$ cat src/rtl/wdt_pkg.sv
package wdt_pkg;
   // Byte offsets of the register windows
   localparam int OFS_CTRL   = 'h00;
   localparam int OFS_LOAD   = 'h04;
   localparam int OFS_REASON = 'h08;
   localparam int OFS_SCR0   = 'h0C;

   // Control register fields
   localparam int CTL_FORCE_BIT = 31;
   localparam int CTL_EN_BIT    = 30;
   localparam int CTL_MASK_LSB  = 24;
   localparam int CTL_MASK_W    = 3;

   // Tick register fields
   localparam int TK_EN_BIT  = 9;
   localparam int TK_RUN_BIT = 10;
   localparam int TK_REM_LSB = 11;
   localparam int TK_MAX_W   = 9;

   localparam int CNT_MAX_W = 24;

   typedef enum logic [1:0] {
      CAUSE_NONE  = 2'b00,
      CAUSE_TIMER = 2'b01,
      CAUSE_FORCE = 2'b10
   } cause_e;
endpackage

$ cat src/rtl/wdt_tick_gen.sv
module wdt_tick_gen #(
   parameter int TICK_W = 9
) (
   input  logic              clk,
   input  logic              rst_n,
   input  logic              cfg_we,
   input  logic [TICK_W-1:0] cfg_cycles,
   input  logic              cfg_en,
   output logic [TICK_W-1:0] cycles,
   output logic [TICK_W-1:0] remain,
   output logic              running,
   output logic              tick
);
   logic [TICK_W-1:0] cyc_q;
   logic [TICK_W-1:0] rem_q;
   logic              en_q;

   assign tick    = en_q && (rem_q <= TICK_W'(1));
   assign cycles  = cyc_q;
   assign remain  = rem_q;
   assign running = en_q;

   always_ff @(posedge clk or negedge rst_n) begin
      if (!rst_n) begin
         cyc_q <= '0;
         rem_q <= '0;
         en_q  <= 1'b1;
      end else if (cfg_we) begin
         cyc_q <= cfg_cycles;
         rem_q <= cfg_cycles;
         en_q  <= cfg_en;
      end else if (en_q) begin
         rem_q <= tick ? cyc_q : rem_q - TICK_W'(1);
      end
   end
endmodule

$ cat src/rtl/wdt_countdown.sv
module wdt_countdown #(
   parameter int CNT_W = 24,
   parameter int STEP  = 2
) (
   input  logic             clk,
   input  logic             rst_n,
   input  logic             load_en,
   input  logic [CNT_W-1:0] load_val,
   input  logic             step_en,
   output logic [CNT_W-1:0] count,
   output logic             expire
);
   localparam logic [CNT_W-1:0] STEP_V = CNT_W'(STEP);

   logic [CNT_W-1:0] cnt_q;
   logic [CNT_W-1:0] cnt_dec;
   logic             at_floor;

   assign at_floor = (cnt_q <= STEP_V);
   assign expire   = step_en && !load_en && at_floor;
   assign count    = cnt_q;

   generate
      if (STEP == 1) begin : g_unit
         assign cnt_dec = at_floor ? '0 : cnt_q - CNT_W'(1);
      end else begin : g_multi
         assign cnt_dec = at_floor ? '0 : cnt_q - STEP_V;
      end
   endgenerate

   always_ff @(posedge clk or negedge rst_n) begin
      if (!rst_n)       cnt_q <= '0;
      else if (load_en) cnt_q <= load_val;
      else if (step_en) cnt_q <= cnt_dec;
   end
endmodule

$ cat src/rtl/wdt_scratch.sv
module wdt_scratch #(
   parameter int N_WORDS = 8,
   parameter int ADDR_W  = 6,
   parameter int BASE    = 'h0C
) (
   input  logic              clk,
   input  logic              rst_n,
   input  logic [ADDR_W-1:0] addr,
   input  logic              we,
   input  logic [31:0]       wdata,
   output logic [31:0]       rdata
);
   logic [31:0] word_q [N_WORDS];
   logic [N_WORDS-1:0] sel;

   generate
      for (genvar i = 0; i < N_WORDS; i++) begin : g_word
         assign sel[i] = (addr == ADDR_W'(BASE + 4 * i));
         always_ff @(posedge clk or negedge rst_n) begin
            if (!rst_n)         word_q[i] <= '0;
            else if (we && sel[i]) word_q[i] <= wdata;
         end
      end
   endgenerate

   always_comb begin
      rdata = '0;
      for (int i = 0; i < N_WORDS; i++) begin
         if (sel[i]) rdata = word_q[i];
      end
   end
endmodule

$ cat src/rtl/wdt_top.sv
module wdt_top
   import wdt_pkg::*;
#(
   parameter int CNT_W     = 24,
   parameter int TICK_W    = 9,
   parameter int N_SCRATCH = 8,
   parameter int ADDR_W    = 6,
   parameter int STEP      = 2
) (
   input  logic              clk,
   input  logic              rst_n,
   input  logic [ADDR_W-1:0] bus_addr,
   input  logic              bus_we,
   input  logic [31:0]       bus_wdata,
   output logic [31:0]       bus_rdata,
   input  logic              halt_cpu1,
   input  logic              halt_cpu0,
   input  logic              probe_active,
   output logic              rst_req
);
   localparam int OFS_TICK = OFS_SCR0 + 4 * N_SCRATCH;

   generate
      if (CNT_W < 4 || CNT_W > CNT_MAX_W) begin : g_bad_cnt
         $error("wdt_top: CNT_W out of range");
      end
      if (TICK_W < 2 || TICK_W > TK_MAX_W) begin : g_bad_tick
         $error("wdt_top: TICK_W out of range");
      end
      if (N_SCRATCH < 1 || OFS_TICK >= (1 << ADDR_W)) begin : g_bad_map
         $error("wdt_top: register map does not fit ADDR_W");
      end
      if (STEP < 1 || STEP >= (1 << CNT_W)) begin : g_bad_step
         $error("wdt_top: STEP out of range");
      end
   endgenerate

   // Address decode
   logic hit_ctrl, hit_reason, hit_tick, hit_load;
   assign hit_ctrl   = (bus_addr == ADDR_W'(OFS_CTRL));
   assign hit_load   = (bus_addr == ADDR_W'(OFS_LOAD));
   assign hit_reason = (bus_addr == ADDR_W'(OFS_REASON));
   assign hit_tick   = (bus_addr == ADDR_W'(OFS_TICK));

   logic wr_ctrl, wr_load, wr_tick, force_w;
   assign wr_ctrl = bus_we && hit_ctrl;
   assign wr_load = bus_we && hit_load;
   assign wr_tick = bus_we && hit_tick;
   assign force_w = wr_ctrl && bus_wdata[CTL_FORCE_BIT];

   // Control state
   logic                  ctl_en_q;
   logic [CTL_MASK_W-1:0] ctl_mask_q;
   cause_e                cause_q;
   logic                  req_q;

   // Tick generator
   logic [TICK_W-1:0] tk_cycles, tk_remain;
   logic              tk_running, tick_pulse;

   wdt_tick_gen #(.TICK_W(TICK_W)) u_tick (
      .clk        (clk),
      .rst_n      (rst_n),
      .cfg_we     (wr_tick),
      .cfg_cycles (bus_wdata[TICK_W-1:0]),
      .cfg_en     (bus_wdata[TK_EN_BIT]),
      .cycles     (tk_cycles),
      .remain     (tk_remain),
      .running    (tk_running),
      .tick       (tick_pulse)
   );

   // Pause and countdown
   logic paused, step_en, expire;
   logic [CNT_W-1:0] cnt_val;

   assign paused  = |(ctl_mask_q & {halt_cpu1, halt_cpu0, probe_active});
   assign step_en = tick_pulse && ctl_en_q && !paused;

   wdt_countdown #(.CNT_W(CNT_W), .STEP(STEP)) u_count (
      .clk      (clk),
      .rst_n    (rst_n),
      .load_en  (wr_load),
      .load_val (bus_wdata[CNT_W-1:0]),
      .step_en  (step_en),
      .count    (cnt_val),
      .expire   (expire)
   );

   // Scratch words
   logic [31:0] scr_rdata;

   wdt_scratch #(.N_WORDS(N_SCRATCH), .ADDR_W(ADDR_W), .BASE(OFS_SCR0)) u_scr (
      .clk   (clk),
      .rst_n (rst_n),
      .addr  (bus_addr),
      .we    (bus_we),
      .wdata (bus_wdata),
      .rdata (scr_rdata)
   );

   always_ff @(posedge clk or negedge rst_n) begin
      if (!rst_n) begin
         ctl_en_q   <= 1'b0;
         ctl_mask_q <= '1;
         cause_q    <= CAUSE_NONE;
         req_q      <= 1'b0;
      end else begin
         if (wr_ctrl) begin
            ctl_en_q   <= bus_wdata[CTL_EN_BIT];
            ctl_mask_q <= bus_wdata[CTL_MASK_LSB +: CTL_MASK_W];
         end
         req_q <= force_w || expire;
         if (force_w)     cause_q <= CAUSE_FORCE;
         else if (expire) cause_q <= CAUSE_TIMER;
      end
   end

   assign rst_req = req_q;

   // Read mux
   always_comb begin
      bus_rdata = scr_rdata;
      if (hit_ctrl) begin
         bus_rdata = '0;
         bus_rdata[CTL_EN_BIT] = ctl_en_q;
         bus_rdata[CTL_MASK_LSB +: CTL_MASK_W] = ctl_mask_q;
         bus_rdata[CNT_W-1:0] = cnt_val;
      end else if (hit_reason) begin
         bus_rdata = '0;
         bus_rdata[1:0] = cause_q;
      end else if (hit_tick) begin
         bus_rdata = '0;
         bus_rdata[TICK_W-1:0] = tk_cycles;
         bus_rdata[TK_EN_BIT]  = tk_running;
         bus_rdata[TK_RUN_BIT] = tk_running;
         bus_rdata[TK_REM_LSB +: TICK_W] = tk_remain;
      end
   end
endmodule

$ cat config.mk
export PLATFORM = sky130hd
export DESIGN_NAME = wdt_top
export DESIGN_NICKNAME = d
export VERILOG_FILES = /design/src/rtl/wdt_pkg.sv /design/src/rtl/wdt_tick_gen.sv /design/src/rtl/wdt_countdown.sv /design/src/rtl/wdt_scratch.sv /design/src/rtl/wdt_top.sv
export SDC_FILE = /design/constraint.sdc
export NUM_CORES = 1
export LEC_CHECK = 0
export BUFFER_PORTS_ARGS = -buffer_cell sky130_fd_sc_hd__clkbuf_2
export CORE_ASPECT_RATIO = 1.5
export CORE_UTILIZATION = 50
export CTS_CLUSTER_DIAMETER = 50
export DETAILED_ROUTE_END_ITERATION = 10
export PLACE_DENSITY = 0.7
export SYNTH_ARGS = -nofsm -noshare
export SYNTH_HDL_FRONTEND = slang
export SYNTH_SLANG_ARGS = --single-unit
$ cat constraint.sdc
create_clock -name clk -period 1.9 [get_ports clk]
set_input_delay 0.19 -clock clk [delete_from_list [all_inputs] [get_ports clk]]
set_output_delay 0.19 -clock clk [all_outputs]
set_load 0.02 [all_outputs]
==> results.tsv, run 1 <==
metric	value	unit
cp.arrival	2.12	ns
seq_area_frac_synth	51.3	%
globalplace.congestion	0.942	
worst_pin_slew	0.665	ns
crit_family	simple AND/OR/NAND/NOR gates	
hp-class	input port to flip-flop	
drc	0	
cts_inserted_buffers	30	
die_w	143	microns
dp_hpwl	32300	microns
track_usage	31.6	%
yosysTopAreaCell	dfrtp_1	
syn_area	14900	sq um
cp_cell_sequence	buf_8, or4b_4, nor3_4, buf_6, buf_6, a222oi_1, a21oi_1, a211oi_2, o21ai_2, clkbuf_8	
rows	77	
clkSlewWorstSetupHoldPaths	0.06	ns
finalMaxSlewViolations	0	
synth_nets	1338	
finalSetupViolations	58	
rsz0062_at_grt	yes	
dieArea	30600	sq um
vias_per_cell	6.24	
critical_path.max_fanout	6	
synth_cell_types	73	
finalClockSkew	0.0223	ns
globalRouteOverflowTotal	0	
synth_top_area_share	50.6	%
clk_latency	0.58	ns
period_share	121	%
core_area	29500	sq um
vdd_drop_max	0.808	mV
start_kind	input port	
fp.dieH	214	microns
firstDrtPassIters	8	
violations	setup timing	
fin_util	66.7	%
cts_max_level	1	
final_cells	1929	
antenna_found_initial	0	
avgSynthCellArea	11.6	sq um
reg2reg_from	u_tick.running	
p_leak	0.00924	uW
required	1.71	ns
power_density	901	nW/um^2
clockBufferDepth	3	
ys.flop_type	dfrtp_1	
fin_ws	-0.408	ns
hold_viol	0	
fin_crit	2.31	ns
io_pins	77	
grt_pass1_vias	12407	
pre_cts_ws	-0.663	ns
num_antenna_cells	0	
synth_cells	1291	
ys_ff_latch	306	
drive_above_1_share	48.8	%
critPathCaptureType	primary output	
crit_buf_inv	4	
crit_start	bus_addr[5]	
r2r_setup_slack	-0.12	ns
max_cap_viol_count	0	
routedWlPerCell	24.4	microns
dp.cells	1835	
root_buffer	clkbuf_16	
initial_core_util	50.7	%
max_stage_delay	0.61	ns
wl	47100	microns
ant_nets	0	
cts_sinks	306	
nets	1559	
vias	12033	
portBuffers	76	
grt_max_degree	88	
holdPathStages	2	
rr_worst_depth	9	
slew_headroom	55.2	%
areaGrowthSynthToFinish	31.6	%
worstSetupPathDepth	10	
cts_tree	yes	
yosys-top-cells-area	dfrtp_1 51%, mux2_2 18%, o21ai_0 3.6%	
fmax	0.433	GHz
async_reset_ff_share	100	%
ys_warn_count	0	
drt_iter0_markers	1179	
min_from	bus_wdata[25]	
cpMostUsedCell	buf_6	
slowest_stage	or4b_4	
critical_path_class	input port to primary output	
synth-edff-count	0	
grt_pass1_wl	72100	microns
status	finished with violations	
## cells in the final DEF, fill, tap and decap left out, types with 23 or more instances in the layout
cell and instances:
a21oi_1 49, a222oi_1 31, buf_12 26, buf_4 131
buf_6 56, clkbuf_16 33, clkbuf_2 39, dfrtp_1 302
mux2_2 236, mux2_4 30, nand2_1 96, nor2_1 42
o21ai_0 54, o21ai_1 33, o21ai_2 23
## metrics by stage
stage	area (sq um)	hold WS, ns	setup TNS [ns]	total power, uW
2_1_floorplan	15200	-0.106	-5.96	9680
3_3_place_gp	17200	0.0642	-94.31	10900
3_5_place_dp	17200	0.0619	-100.29	11100
4_1_cts	19000	0.00161	-15.27	17500
5_1_grt	19700	0.0359	-16.83	18400
6_report	19700	0.0140	-12.14	17700
## final timing paths
check / end
max in group asynchronous: ctl_mask_q[2]
setup / recovery: bus_rdata[29]
min in group asynchronous: u_scr.word_q[233]
hold / removal: u_scr.word_q[185]
setup reg to reg: u_count.count[10]
hold reg to reg: u_scr.word_q[48]
## layout make-up
class / count / area (sq um)
inverters: 19 / 73.8
fillers: 2131 / 9810
flip-flops and latches: 306 / 7660
well taps: 395 / 494
clock inverters: 16 / 211
clock buffers: 38 / 832
repair buffers: 290 / 2840
multi-input cells: 865 / 7560
## Yosys cell counts (all sizes together) (3+ instances only)
cell type and instances:
dfrtp 302, nand2 119, clkbuf 43, o21ai 113, a22oi 25, a31oi 9, inv 18, ha 3
a2bb2oi 7, a221o 7, and2 5, nor4b 4, nor4 7, or3 4, a21o 3, mux2 266
dfstp 4, a211oi 5, buf 59, a221oi 15, nand4 4, and3 3, xor2 9, nand3 17
a222oi 31, nor3 15, mux2i 20, o2bb2ai 12, o221ai 7, o21a 4, a21oi 57, nor2 62
## routing by layer
layer  global-route usage, %  share of wire, %  vias to the layer above  wire, microns
met2                    54.4                51                      543          24000
met4                    18.2               6.2                        0           2910
met3                    3.62               6.0                      172           2820
li1                        -                 -                     5225              -
met1                    38.3                37                     6093          17400
met5                       0                 0                        -              0
## report_power, final
part	internal, uW	total [uW]	switching (uW)	leakage [uW]
combinational	1660	3310	1650	0.00471
sequential	7450	8120	661	0.00403
clock	3660	6290	2630	0.000497
total	12800	17700	4950	0.00924
## state kept, by name, summed over array words and instances, names as in the netlist
signal and cells:
u_tick.cycles 9, ctl_en_q 1, ctl_mask_q 3, u_tick.remain 9, u_count.count 24, u_tick.running 1
u_scr.word_q 256, cause_q 2, rst_req 1
## kinds of logic (layout without fill, tap and decap cells)
logic type,after synthesis,after routing,synth area share [%]
simple gates,254,255,8.20
xor+xnor,11,11,0.645
fa+ha+maj,3,3,0.251
buf+inv,121,363,3.70
compound gates,310,310,13.8
flops,306,306,51.3
mux,286,286,22.1
## worst reg2reg max path, stage by stage (launching register included)
cell       delay (ns)
dfstp_2          0.55
nor3b_2          0.25
o2111ai_4        0.23
o21ai_4          0.23
buf_6            0.14
buf_4            0.11
buf_6            0.09
nand3_4          0.06
xor2_2           0.15
o21ai_1          0.11
## repair_timing
item,CTS,global route
pin swaps,72,82
endpoints found under the setup margin,58,67
cloned,2,2
hold buffers,10,0
setup buffers,19,12
endpoints found under the hold margin,343,0
gates resized for setup,126,182
Power figures use the tool's default switching activity.
==> run 2: changes to the inputs <==
--- a/config.mk
+++ b/config.mk
@@ -11,6 +11,7 @@
 export CTS_CLUSTER_DIAMETER = 50
 export DETAILED_ROUTE_END_ITERATION = 10
 export PLACE_DENSITY = 0.7
+export SETUP_SLACK_MARGIN = 0.4
 export SYNTH_ARGS = -nofsm -noshare
 export SYNTH_HDL_FRONTEND = slang
 export SYNTH_SLANG_ARGS = --single-unit
==> run 2 against run 1 <==
Against the previous run:
- the run still ends with setup timing left
- cell count up 1.8%
- first-iteration DRC count down 5.4%
- critical endpoint is now bus_rdata[1]
- non-clock buffer count up 29
- final area up 6.5%
- die area unchanged
- clock-buffer cell count up 6
==> results.tsv, run 2 (synthesis gave the netlist of run 1 again) <==
metric	value	unit
status	finished with violations	
violations	setup timing	
period_share	124	%
cp.arrival	2.17	ns
power	18800	uW
vias	12817	
wl	52400	microns
worst_pin_slew	0.597	ns
cts_max_level	2	
dp.cells	1846	
slew_headroom	60.2	%
start_kind	input port	
fin_util	71.0	%
finalSetupViolations	63	
track_usage	34.7	%
drive_above_1_share	52.7	%
fin_crit	2.36	ns
critical_path.max_fanout	4	
required	1.71	ns
final_cells	1964	
slowest_stage	or4b_4	
dp_hpwl	33200	microns
antenna_found_initial	1	
cts_inserted_buffers	34	
pre_cts_ws	-0.590	ns
hold_viol	0	
clk_latency	0.53	ns
critical_path_class	input port to primary output	
critPathCaptureType	primary output	
finalClockSkew	0.0164	ns
crit_family	simple AND/OR/NAND/NOR gates	
fin_ws	-0.462	ns
globalRouteOverflowTotal	0	
largest_register_ffs	256	
nets	1591	
vias_per_cell	6.53	
rows	77	
regMostFlops	u_scr.word_q	
globalplace.congestion	0.970	
portBuffers	76	
initial_core_util	50.7	%
cts_sinks	306	
grt_pass1_vias	13050	
vdd_drop_max	0.750	mV
dieArea	30600	sq um
power_density	896	nW/um^2
clockBufferDepth	3	
core_area	29500	sq um
fp.dieH	214	microns
root_buffer	clkbuf_16	
clkSlewWorstSetupHoldPaths	0.06	ns
final_cell_mix	302 x dfrtp_1, 208 x mux2_2, 126 x buf_4	
drt_iter0_markers	1115	
hp-class	input port to flip-flop	
routedWlPerCell	26.7	microns
areaGrowthSynthToFinish	40.2	%
fin_area	20900	sq um
p_leak	0.00987	uW
rsz0062_at_grt	yes	
io_pins	77	
cts_tree	yes	
fmax	0.423	GHz
die_w	143	microns
drc	0	
finalMaxSlewViolations	0	
firstDrtPassIters	8	
r2r_setup_slack	-0.34	ns
grt_pass1_wl	78000	microns
max_cap_viol_count	0	
dpl_cell_area	17500	sq um
max_stage_delay	0.54	ns
cp_cell_sequence	buf_6, or4b_4, buf_8, buf_6, nor2_4, a22oi_1, a221o_1, and3_4, a21oi_4, buf_8	
ant_nets	0	
crit_buf_inv	4	
grt_max_degree	59	
fill_cells	1901	
layout_commonest_cell	dfrtp_1	
==> run 2: cell types whose count changed in the layout (fill, tap and decap cells not counted), moves of 9 or more <==
| cell | delta |
|---|---|
| buf_12 | +14 |
| mux2_2 | -28 |
| buf_16 | +12 |
| o21ai_2 | +11 |
| nand2_1 | -9 |
| dlygate4sd3_1 | -9 |
| clkbuf_8 | +15 |
| mux2_4 | +28 |
==> run 2: area by class of cell <==
| type | instances | area, sq um | share of cell area, % |
|---|---|---|---|
| Antenna cell | 1 | 2.50 | 0.0119 |
| Clock buffer | 44 | 950 | 4.53 |
| Clock inverter | 16 | 235 | 1.12 |
| Inverter | 19 | 76.3 | 0.364 |
| Multi-Input combinational cell | 864 | 7920 | 37.8 |
| Sequential cell | 306 | 7660 | 36.6 |
| Tap cell | 395 | 494 | 2.36 |
| Timing Repair Buffer | 319 | 3610 | 17.2 |
==> run 2: report_power, final <==
group	total (uW)	internal [uW]	switching, uW
Combinational	3530	1780	1750
Clock	7040	4250	2790
Sequential	8190	7460	729
Total	18800	13500	5270
==> run 2: through the flow <==
stage	hold WS (ns)	setup TNS, ns
2_1_floorplan	-0.106	-6.37
3_3_place_gp	0.206	-81.91
3_5_place_dp	0.210	-89.16
4_1_cts	0.0142	-14.57
5_1_grt	0.0403	-22.43
6_report	0.0317	-18.04
==> run 2: worst register-to-register path, cell delays in order (launching register included) <==
cell	delay (ns)
dfrtp_1	0.40
buf_6	0.13
nor4_4	0.40
o2111ai_4	0.25
buf_6	0.18
o21ai_4	0.19
buf_6	0.18
nand4b_1	0.12
xor2_1	0.21
o21ai_2	0.07
==> run 2: final timing paths <==
check	endpoint	start	depth (start not counted)
setup / recovery	bus_rdata[1]	bus_addr[5]	10
min in group asynchronous	u_count.count[13]	rst_n	2
setup reg to reg	u_count.count[13]	u_tick.remain[2]	9
max in group asynchronous	u_tick.running	rst_n	3
hold / removal	u_scr.word_q[188]	bus_wdata[28]	2
hold reg to reg	u_scr.word_q[46]	u_scr.word_q[46]	1
==> run 2: routing by layer <==
metal  track usage [%]  up-vias  wire length [microns]
met5                 0        -                      0
met4              24.7        0                   3920
met3              6.30      268                   4070
met2              58.5      779                  26200
met1              39.7     6473                  18200
li1                  -     5297                      -
==> run 2: repair_timing <==
| item | 4_1_cts | 5_1_grt |
|---|---|---|
| cloned | 14 | 2 |
| gates resized for setup | 289 | 97 |
| setup buffers | 32 | 8 |
| pin swaps | 72 | 73 |
| hold buffers | 1 | 0 |
| endpoints found under the setup margin | 330 | 338 |
| hold endpoints to repair | 46 | 0 |
